[src/rtl/hbclr_pkg.sv]
// Package: shared constants and types for the atomic halfword bit-clear unit.
// Assumes the fixed 32-bit instruction layout; field widths are set by that layout.
package hbclr_pkg;
    localparam int          INSN_W  = 32;
    localparam int          REG_AW  = 5;
    localparam logic [7:0]  OPC_TOP = 8'b0111_1000;
    localparam logic [2:0]  OPC_MID = 3'b001;
    localparam logic [REG_AW-1:0] REG_ZR = 5'd31;

    // Decoded view of one instruction word.
    typedef struct packed {
        logic              hit;
        logic              acq;
        logic              rel;
        logic              st_alias;
        logic [REG_AW-1:0] rs;
        logic [REG_AW-1:0] rn;
        logic [REG_AW-1:0] rt;
    } hb_dec_t;

    typedef enum logic [2:0] {
        ST_IDLE, ST_CHECK, ST_RD, ST_WR, ST_WB, ST_DONE
    } hb_state_t;
endpackage

[src/rtl/hbclr_decode.sv]
// Module: hbclr_decode
// Purely combinational field decoder. Matches the fixed opcode bits, splits out
// register indices and derives the ordering and alias flags.
// Assumes: insn_i is stable for as long as the result is used.
module hbclr_decode
    import hbclr_pkg::*;
(
    input  logic [INSN_W-1:0] insn_i,
    output hb_dec_t           dec_o
);
    logic a_bit;
    logic r_bit;

    // Field extraction and flag derivation.
    always_comb begin
        a_bit           = insn_i[23];
        r_bit           = insn_i[22];
        dec_o.hit       = (insn_i[31:24] == OPC_TOP) && insn_i[21] && !insn_i[15]
                          && (insn_i[14:12] == OPC_MID) && (insn_i[11:10] == 2'b00);
        dec_o.rs        = insn_i[20:16];
        dec_o.rn        = insn_i[9:5];
        dec_o.rt        = insn_i[4:0];
        dec_o.acq       = a_bit && (insn_i[4:0] != REG_ZR);
        dec_o.rel       = r_bit;
        dec_o.st_alias  = !a_bit && (insn_i[4:0] == REG_ZR);
    end
endmodule

[src/rtl/hbclr_addr_sel.sv]
// Module: hbclr_addr_sel
// Chooses the base address (stack pointer or general register) and flags a
// misaligned stack pointer. ALIGN_LOG2 = 0 removes the check.
// Assumes: gpr_i and sp_i are settled in the cycle the result is sampled.
module hbclr_addr_sel #(
    parameter int XLEN       = 64,
    parameter int ALIGN_LOG2 = 4
) (
    input  logic            use_sp_i,
    input  logic [XLEN-1:0] sp_i,
    input  logic [XLEN-1:0] gpr_i,
    output logic [XLEN-1:0] addr_o,
    output logic            misalign_o
);
    // Base mux.
    assign addr_o = use_sp_i ? sp_i : gpr_i;

    generate
        if (ALIGN_LOG2 > 0) begin : g_chk
            // Any set low bit of the stack pointer is a misalignment.
            assign misalign_o = use_sp_i && (|sp_i[ALIGN_LOG2-1:0]);
        end else begin : g_nochk
            assign misalign_o = 1'b0;
        end
    endgenerate
endmodule

[src/rtl/hbclr_seq.sv]
// Module: hbclr_seq
// Sequencer and datapath: accept, check, locked read, write, writeback, done.
// Assumes: the memory holds a request's result until mem_ack_i; register-file
// reads are combinational on the index outputs.
module hbclr_seq
    import hbclr_pkg::*;
#(
    parameter int XLEN = 64,
    parameter int HW   = 16,
    parameter int WBW  = 32
) (
    input  logic              clk,
    input  logic              rst_n,
    input  logic              start_i,
    input  logic [INSN_W-1:0] insn_i,
    input  logic              feat_i,
    input  hb_dec_t           dec_i,
    input  logic [HW-1:0]     op_i,
    input  logic [XLEN-1:0]   addr_i,
    input  logic              misalign_i,
    output logic [INSN_W-1:0] insn_q_o,
    output logic              legal_o,
    output logic              mem_req_o,
    output logic              mem_we_o,
    output logic              mem_lock_o,
    output logic [XLEN-1:0]   mem_addr_o,
    output logic [HW-1:0]     mem_wdata_o,
    input  logic [HW-1:0]     mem_rdata_i,
    input  logic              mem_ack_i,
    output logic              wb_en_o,
    output logic [WBW-1:0]    wb_data_o,
    output logic              busy_o,
    output logic              done_o,
    output logic              undef_o,
    output logic              fault_o
);
    localparam int PAD_W = WBW - HW;

    hb_state_t         state_q;
    logic [INSN_W-1:0] insn_q;
    logic              feat_q;
    logic [HW-1:0]     op_q;
    logic [XLEN-1:0]   addr_q;
    logic [HW-1:0]     old_q;
    logic              undef_q;
    logic              fault_q;

    // State machine: advances one phase of the atomic sequence per step.
    always_ff @(posedge clk) begin
        if (!rst_n) begin
            state_q <= ST_IDLE;
        end else begin
            case (state_q)
                ST_IDLE:  if (start_i) state_q <= ST_CHECK;
                ST_CHECK: begin
                    if (!(feat_q && dec_i.hit) || misalign_i) state_q <= ST_DONE;
                    else                                      state_q <= ST_RD;
                end
                ST_RD:    if (mem_ack_i) state_q <= ST_WR;
                ST_WR:    if (mem_ack_i) state_q <= ST_WB;
                ST_WB:    state_q <= ST_DONE;
                ST_DONE:  state_q <= ST_IDLE;
                default:  state_q <= ST_IDLE;
            endcase
        end
    end

    // Captures the instruction and feature bit at acceptance.
    always_ff @(posedge clk) begin
        if (!rst_n) begin
            insn_q <= '0;
            feat_q <= 1'b0;
        end else if (state_q == ST_IDLE && start_i) begin
            insn_q <= insn_i;
            feat_q <= feat_i;
        end
    end

    // Latches operand and address in the check phase, and the outcome flags.
    always_ff @(posedge clk) begin
        if (!rst_n) begin
            op_q    <= '0;
            addr_q  <= '0;
            undef_q <= 1'b0;
            fault_q <= 1'b0;
        end else if (state_q == ST_IDLE && start_i) begin
            undef_q <= 1'b0;
            fault_q <= 1'b0;
        end else if (state_q == ST_CHECK) begin
            op_q    <= op_i;
            addr_q  <= addr_i;
            undef_q <= !(feat_q && dec_i.hit);
            fault_q <= feat_q && dec_i.hit && misalign_i;
        end
    end

    // Holds the halfword returned by the locked read.
    always_ff @(posedge clk) begin
        if (!rst_n)                          old_q <= '0;
        else if (state_q == ST_RD && mem_ack_i) old_q <= mem_rdata_i;
    end

    // Output decode from state and held data.
    always_comb begin
        busy_o      = (state_q != ST_IDLE);
        done_o      = (state_q == ST_DONE);
        undef_o     = done_o && undef_q;
        fault_o     = done_o && fault_q;
        mem_req_o   = (state_q == ST_RD) || (state_q == ST_WR);
        mem_we_o    = (state_q == ST_WR);
        mem_lock_o  = mem_req_o;
        mem_addr_o  = addr_q;
        mem_wdata_o = old_q & ~op_q;
        wb_en_o     = (state_q == ST_WB) && (dec_i.rt != REG_ZR);
        wb_data_o   = {{PAD_W{1'b0}}, old_q};
        legal_o     = busy_o && feat_q && dec_i.hit;
        insn_q_o    = insn_q;
    end
endmodule

[src/rtl/hbclr_atomic_unit.sv]
// Module: hbclr_atomic_unit (top)
// Fused decode-and-execute atomic bit-clear on a halfword over a locked
// single-request memory port, with register writeback of the old value.
// Assumes: one instruction at a time; the caller waits for done_o.
module hbclr_atomic_unit
    import hbclr_pkg::*;
#(
    parameter int XLEN          = 64,
    parameter int HW            = 16,
    parameter int WBW           = 32,
    parameter int SP_ALIGN_LOG2 = 4
) (
    input  logic              clk,
    input  logic              rst_n,
    input  logic              start_i,
    input  logic [31:0]       insn_i,
    input  logic              feat_en_i,
    output logic              busy_o,
    output logic              done_o,
    output logic              undef_o,
    output logic              align_fault_o,
    output logic [4:0]        rs_idx_o,
    input  logic [HW-1:0]     rs_val_i,
    output logic [4:0]        rn_idx_o,
    input  logic [XLEN-1:0]   rn_val_i,
    input  logic [XLEN-1:0]   sp_i,
    output logic              mem_req_o,
    output logic              mem_we_o,
    output logic              mem_lock_o,
    output logic [XLEN-1:0]   mem_addr_o,
    output logic [HW-1:0]     mem_wdata_o,
    input  logic [HW-1:0]     mem_rdata_i,
    input  logic              mem_ack_i,
    output logic              wb_en_o,
    output logic [4:0]        wb_idx_o,
    output logic [WBW-1:0]    wb_data_o,
    output logic              acq_o,
    output logic              rel_o,
    output logic              st_alias_o
);
    hb_dec_t           dec;
    logic [INSN_W-1:0] insn_q;
    logic [XLEN-1:0]   base_addr;
    logic              misalign;
    logic              legal;

    hbclr_decode u_dec (
        .insn_i (insn_q),
        .dec_o  (dec)
    );

    hbclr_addr_sel #(.XLEN(XLEN), .ALIGN_LOG2(SP_ALIGN_LOG2)) u_addr (
        .use_sp_i   (dec.rn == REG_ZR),
        .sp_i       (sp_i),
        .gpr_i      (rn_val_i),
        .addr_o     (base_addr),
        .misalign_o (misalign)
    );

    hbclr_seq #(.XLEN(XLEN), .HW(HW), .WBW(WBW)) u_seq (
        .clk         (clk),
        .rst_n       (rst_n),
        .start_i     (start_i),
        .insn_i      (insn_i),
        .feat_i      (feat_en_i),
        .dec_i       (dec),
        .op_i        (rs_val_i),
        .addr_i      (base_addr),
        .misalign_i  (misalign),
        .insn_q_o    (insn_q),
        .legal_o     (legal),
        .mem_req_o   (mem_req_o),
        .mem_we_o    (mem_we_o),
        .mem_lock_o  (mem_lock_o),
        .mem_addr_o  (mem_addr_o),
        .mem_wdata_o (mem_wdata_o),
        .mem_rdata_i (mem_rdata_i),
        .mem_ack_i   (mem_ack_i),
        .wb_en_o     (wb_en_o),
        .wb_data_o   (wb_data_o),
        .busy_o      (busy_o),
        .done_o      (done_o),
        .undef_o     (undef_o),
        .fault_o     (align_fault_o)
    );

    // Register indices and ordering flags, the flags shown only for a legal word.
    always_comb begin
        rs_idx_o   = dec.rs;
        rn_idx_o   = dec.rn;
        wb_idx_o   = dec.rt;
        acq_o      = legal && dec.acq;
        rel_o      = legal && dec.rel;
        st_alias_o = legal && dec.st_alias;
    end
endmodule

[config.mk]
export PLATFORM = sky130hd
export DESIGN_NAME = hbclr_atomic_unit
export DESIGN_NICKNAME = d
export VERILOG_FILES = /design/src/rtl/hbclr_pkg.sv /design/src/rtl/hbclr_decode.sv /design/src/rtl/hbclr_addr_sel.sv /design/src/rtl/hbclr_seq.sv /design/src/rtl/hbclr_atomic_unit.sv
export SDC_FILE = /design/constraint.sdc
export NUM_CORES = 1
export LEC_CHECK = 0
export CAP_MARGIN = 20
export CORE_UTILIZATION = 37
export DETAILED_ROUTE_END_ITERATION = 10
export GPL_TIMING_DRIVEN = 0
export PLACE_DENSITY = 0.85
export REMOVE_ABC_BUFFERS = 1
export SLEW_MARGIN = 10
export SYNTH_ARGS = -nofsm -noshare
export SYNTH_HDL_FRONTEND = slang
export SYNTH_HIERARCHICAL = 1
export SYNTH_SLANG_ARGS = --single-unit
[constraint.sdc]
create_clock -name clk -period 3.3 [get_ports clk]
set_clock_uncertainty 0.1 [all_clocks]
set_input_delay 0.66 -clock clk [delete_from_list [all_inputs] [get_ports clk]]
set_output_delay 0.66 -clock clk [all_outputs]
set_load 0.05 [all_outputs]
---- Yosys cells after proc, flatten, opt, wreduce, memory -nomap -nowiden ----
Cells that the tools add are included.
storage, ports and cells
  bits in registers ....................... 134
  word-level logic and storage cells ...... 62
operators by class
  eq/ne operators ......................... 13
  muxes and demuxes ....................... 6
  bitwise gates (word level) .............. 4
  reduce and logical (&&, ||, !) cells .... 31
operators with widths
  kind                                                 number
  two-way mux 64 bit                                   1
  logical AND 1 bit                                    19
  bitwise AND 16 bit                                   1
  NOT 16 bit                                           1
  one-hot mux 3 bit (5 select lines)                   1
  two-way mux 3 bit                                    4
  equality test 5 bit, second input constant           2
  equality test 8 x 7 -> 1 bit, second input constant  1
  equality test 3 x 1 -> 1 bit, second input constant  2
  equality test 3 x 2 -> 1 bit, second input constant  2
  equality test 3 bit, second input constant           2
  != test 5 bit, second input constant                 1
  != test 2 bit, second input constant                 2
  OR reduction 4 bit                                   1
  zero test 1 bit                                      3
  zero test 3 bit                                      1
  AND reduction 3 bit                                  1
  nonzero test 3 bit                                   1
  zero test 2 bit                                      1
  logical OR 1 bit                                     2
  != test 2 x 1 -> 1 bit, second input constant        1
  NOT 1 bit                                            2
  AND reduction 2 bit                                  1
  OR reduction 2 bit                                   1

---- Logic depth before layout (Yosys ltp) ----
Gate-level depths: netlist of the first run.
  depth in word-level cells ............... 10
  depth in mapped cells ................... 8
  mapped depth without buffers ............ 5

---- By module ----
Netlist of the first run, hierarchy kept.
modules (own cells, without submodules)
  module             times used  cells each  area an instance (um^2)  sequential area each (um^2)
  hbclr_seq          1           642         5190.0                   2682.6
  hbclr_addr_sel     1           72          988.4                    0.0
  hbclr_decode       1           25          190.2                    0.0
  hbclr_atomic_unit  1           6           31.3                     0.0

---- Worst setup path after synthesis of the first run ----
Ideal clock, no wire load.
  kind .................................... register to output
  from .................................... reg u_seq.insn_q[25] (netlist: u_seq/insn_q_o[25])
  to ...................................... out rel_o
  arrival ................................. 1847 ps
  path slack .............................. 693 ps
  stages on the path, launching flop included .. 6
  buffers on the path ..................... 0
  cells stage by stage .................... dfxtp_1 or4_1 nor4_2 nand2_1 nor2b_1 and2_1
RTL lines
  item                    RTL line                 source
  start, declared         hbclr_seq.sv:40          logic [INSN_W-1:0] insn_q;
  start signal, assigned  hbclr_seq.sv:74          insn_q <= insn_i;
  end, declared           hbclr_atomic_unit.sv:38  output logic rel_o,

==> results.py, run 1 <==
metrics = {
    "power_and_ir_drop": {
        "power_frac_clock_pct": 34.0,
        "p_per_area_nw_per_um2": 519.7,
        "vdd_drop_max_v": 0.0003127,
        "p_seq_share_pct": 36.2,
        "switchingPower_uw": 1730,
        "p_leak_uw": 0.003719,
        "switching_share_pct": 33.11,
        "internal_power_uw": 3495,
        "p_comb_share_pct": 29.8,
    },
    "layout": {
        "multiInputGateArea_sq_um": 3134,
        "synthToLayoutAreaGrowth_pct": 57.11,
        "final_cell_mix": "clkdlybuf4s50_1, nand2_1, dfxtp_1",
        "seq_area_sq_um": 2683,
        "fill_cells": 1432,
        "drive_gt1_share_pct": 12.45,
        "stdcell_area_sq_um": 10050,
        "utilization_pct": 59.99,
        "nets": 1221,
        "final_common_cell": "clkdlybuf4s50_1",
        "post_layout_nonfiller_instances": 1256,
        "antenna_cells": 0,
    },
    "logic_synthesis": {
        "ys_seq_area_share_pct": 41.92,
        "synth_area_leader_cell": "dfxtp_1",
        "avgSynthCellArea_sq_um": 8.590,
        "synth-edff-count": 0,
        "synth_top_area_share_pct": 41.92,
        "synth_ff_type": "dfxtp_1",
        "synthArstFlopShare_pct": 0,
        "syn_inst": 745,
        "synth_seq_cells": 134,
        "netlist_area_sq_um": 6400,
        "yosys.cell_types.count": 46,
        "synth.area.top_cells": "dfxtp_1, nand2_1, mux2_4",
        "yosysWarnings": 6,
    },
    "clocking": {
        "cts_sinks": 134,
        "cts_tree": "done",
        "cts_setup_buffers": 0,
        "htree_levels": 4,
        "clkTransAtPathRegs_ns": 0.06,
        "clk_path_buf_depth": 2,
        "cts_made_buffers": 17,
        "cts-root-buf": "clkbuf_16",
        "cts_resized": 15,
        "clock_latency_ns": 0.41,
        "cts_hold_buffers": 0,
    },
    "routing": {
        "ant_nets": 0,
        "drt-pass1-iter-count": 4,
        "drt-total-wl_mm": 18.98,
        "wl_per_cell_um": 15.11,
        "drc": 0,
        "vias": 6087,
        "avgViaCountPerCell": 4.846,
        "drt_iter0_markers": 202,
    },
    "worst_hold_path": {
        "hold_end": "u_seq/mem_addr_o[62]$_SDFFE_PN0P_",
        "hold_class": "register to register",
        "worstHoldStart": "u_seq/mem_addr_o[62]$_SDFFE_PN0P_",
        "worstHoldPathCells": 2,
    },
    "place": {
        "place_area_sq_um": 9502,
        "dpl.cell_count": 1225,
        "port_buffers": 318,
        "routabilityCongestion": 0.7782,
        "dp_hpwl_mm": 14.00,
    },
    "die": {
        "die_x_um": 133.5,
        "start_util_pct": 38.19,
        "ios": 335,
        "coreArea_sq_um": 16760,
        "fp.dieH_um": 133.5,
        "dieArea_sq_um": 17830,
        "placement_rows": 47,
    },
    "worst_setup_path": {
        "path_cells": "or4_1 -> nor4_4 -> nand2_2 -> nor2b_1 -> and2_1 -> buf_2",
        "critPathCaptureType": "output pin",
        "r2r_cells": 5,
        "critPathLaunchType": "register",
        "path_max_fanout": 5,
        "crit_type": "register to output pin",
        "crit_required_ns": 2.54,
        "slowest_stage": "or4_1",
        "r2r_start": "u_seq/insn_q_o[25]$_SDFFE_PN0P_",
        "reg2reg_to": "u_seq/state_q[1]$_SDFFE_PN0P_",
        "slowest_delay_ns": 0.58,
        "cp_data_arrival_time_ns": 2.36,
        "rrSetupSlack_ns": 1.07,
    },
    "run": {
        "max_cap_viol_count": 0,
    },
    "sta": {
        "period_share_pct": 94.43,
        "tightest_slew_ns": 0.8043,
        "hold_viol": 0,
        "finalCriticalPeriod_ns": 3.116,
        "fmax_ghz": 0.3209,
        "finalSetupViolCount": 0,
        "rsz0062_at_grt": "false",
        "slew_viol_final": 0,
        "slew-limit-headroom_pct": 46.07,
    },
    "grt": {
        "grt-ovfl-total": 0,
        "grt_usage_pct": 20.98,
        "grt_max_degree": 71,
        "grt_pass1_wl_mm": 29.41,
        "grt_pass1_vias": 5862,
        "grt_antenna_before_repair": 0,
    },
    "run_status": {
        "status": "finished, final reports clean",
    },
}
-- state kept, by name (all words and copies together) (netlist names) --
| register | flops |
|---|---|
| u_seq/mem_addr_o | 64 |
| u_seq/feat_q | 1 |
| u_seq/op_q | 16 |
| u_seq/undef_q | 1 |
| u_seq/old_q | 16 |
| u_seq/insn_q_o | 32 |
| u_seq/state_q | 3 |
| u_seq/fault_q | 1 |
-- how the worst max path moves through the flow --
stage | end | slack (ns) | cells past startpoint | startpoint
detailed placement | rel_o | 0.01 | 6 | u_seq/insn_q_o[25]$_SDFFE_PN0P_
finish | rel_o | 0.18 | 6 | u_seq/insn_q_o[25]$_SDFFE_PN0P_
global placement | u_seq/mem_addr_o[19]$_SDFFE_PN0P_ | -6.30 | 3 | u_seq/state_q[0]$_SDFFE_PN0P_
CTS | rel_o | 0.05 | 6 | u_seq/insn_q_o[25]$_SDFFE_PN0P_
global route | rel_o | 0.05 | 6 | u_seq/insn_q_o[25]$_SDFFE_PN0P_
floorplan | u_seq/fault_q$_SDFFE_PP0N_ | -2.53 | 5 | u_seq/insn_q_o[9]$_SDFFE_PN0P_
-- logic make-up after synthesis --
logic type	after synthesis	share of synthesized area, %
compound gates	140	11.52
buf+inv	90	10.40
flops	134	41.92
mux	64	14.13
other cells	1	0.05859
simple gates	316	21.97
-- cell usage after synthesis, drive strengths merged (2+ instances only) --
cell    number
a21oi       98
o21ai       33
mux2        64
buf         70
and2         5
and2b        2
nor3         2
dfxtp      134
nor2         4
nand2      231
nand2b       2
and3         3
nor2b       18
clkbuf      19
nand3       35
or3b         2
-- critical path: cells and delay by family, from the launching register on --
kind,cells,cell delay [ns]
buf+inv,1,0.26
simple gates,5,1.37
flops,1,0.31
-- layer usage --
layer  vias to the layer above  part of all wire, %  global-route usage (%)
li1                       2989                    -                       -
met3                        34                  7.5                   6.164
met5                         -                    0                       0
met2                       242                   51                   37.99
met1                      2822                   39                   22.48
met4                         0                  2.3                   9.154
-- area by class of cell --
type                    count  area share (%)
repair buffers            334           33.81
multi-input cells         536           31.17
inverters                   1         0.06222
clock inverters            11          0.9955
flip-flops and latches    134           26.68
clock buffers              20           4.542
well taps                 220           2.738
-- stage by stage --
step	hold slack, ns	worst slack (ns)	setup TNS, ns	total power (uW)
after floorplan	0.3240	-2.530	-202.35	2790
after global placement	0.3372	-6.302	-494.76	3424
after detailed placement	0.3459	0.009673	0	3481
after CTS	0.3533	0.05043	0	5273
after global routing	0.3693	0.05007	0	5476
final	0.3524	0.1838	0	5225
-- power by group through the flow --
stage	combinational [uW]	sequential, uW	clock, uW
2_1_floorplan	488	2300	0
3_3_place_gp	1510	1910	0
3_5_place_dp	1560	1920	0
4_1_cts	1560	1890	1820
5_1_grt	1660	1910	1910
6_report	1560	1890	1780
(Power assumes the default switching activity.)
==> run 2: changes to the inputs <==
--- a/config.mk
+++ b/config.mk
@@ -16,3 +16,4 @@
 export SYNTH_HDL_FRONTEND = slang
 export SYNTH_HIERARCHICAL = 1
 export SYNTH_SLANG_ARGS = --single-unit
+export TNS_END_PERCENT = 10
==> results of run 2 <==
Final layout, timing and power as in run 1 (identical DEF).
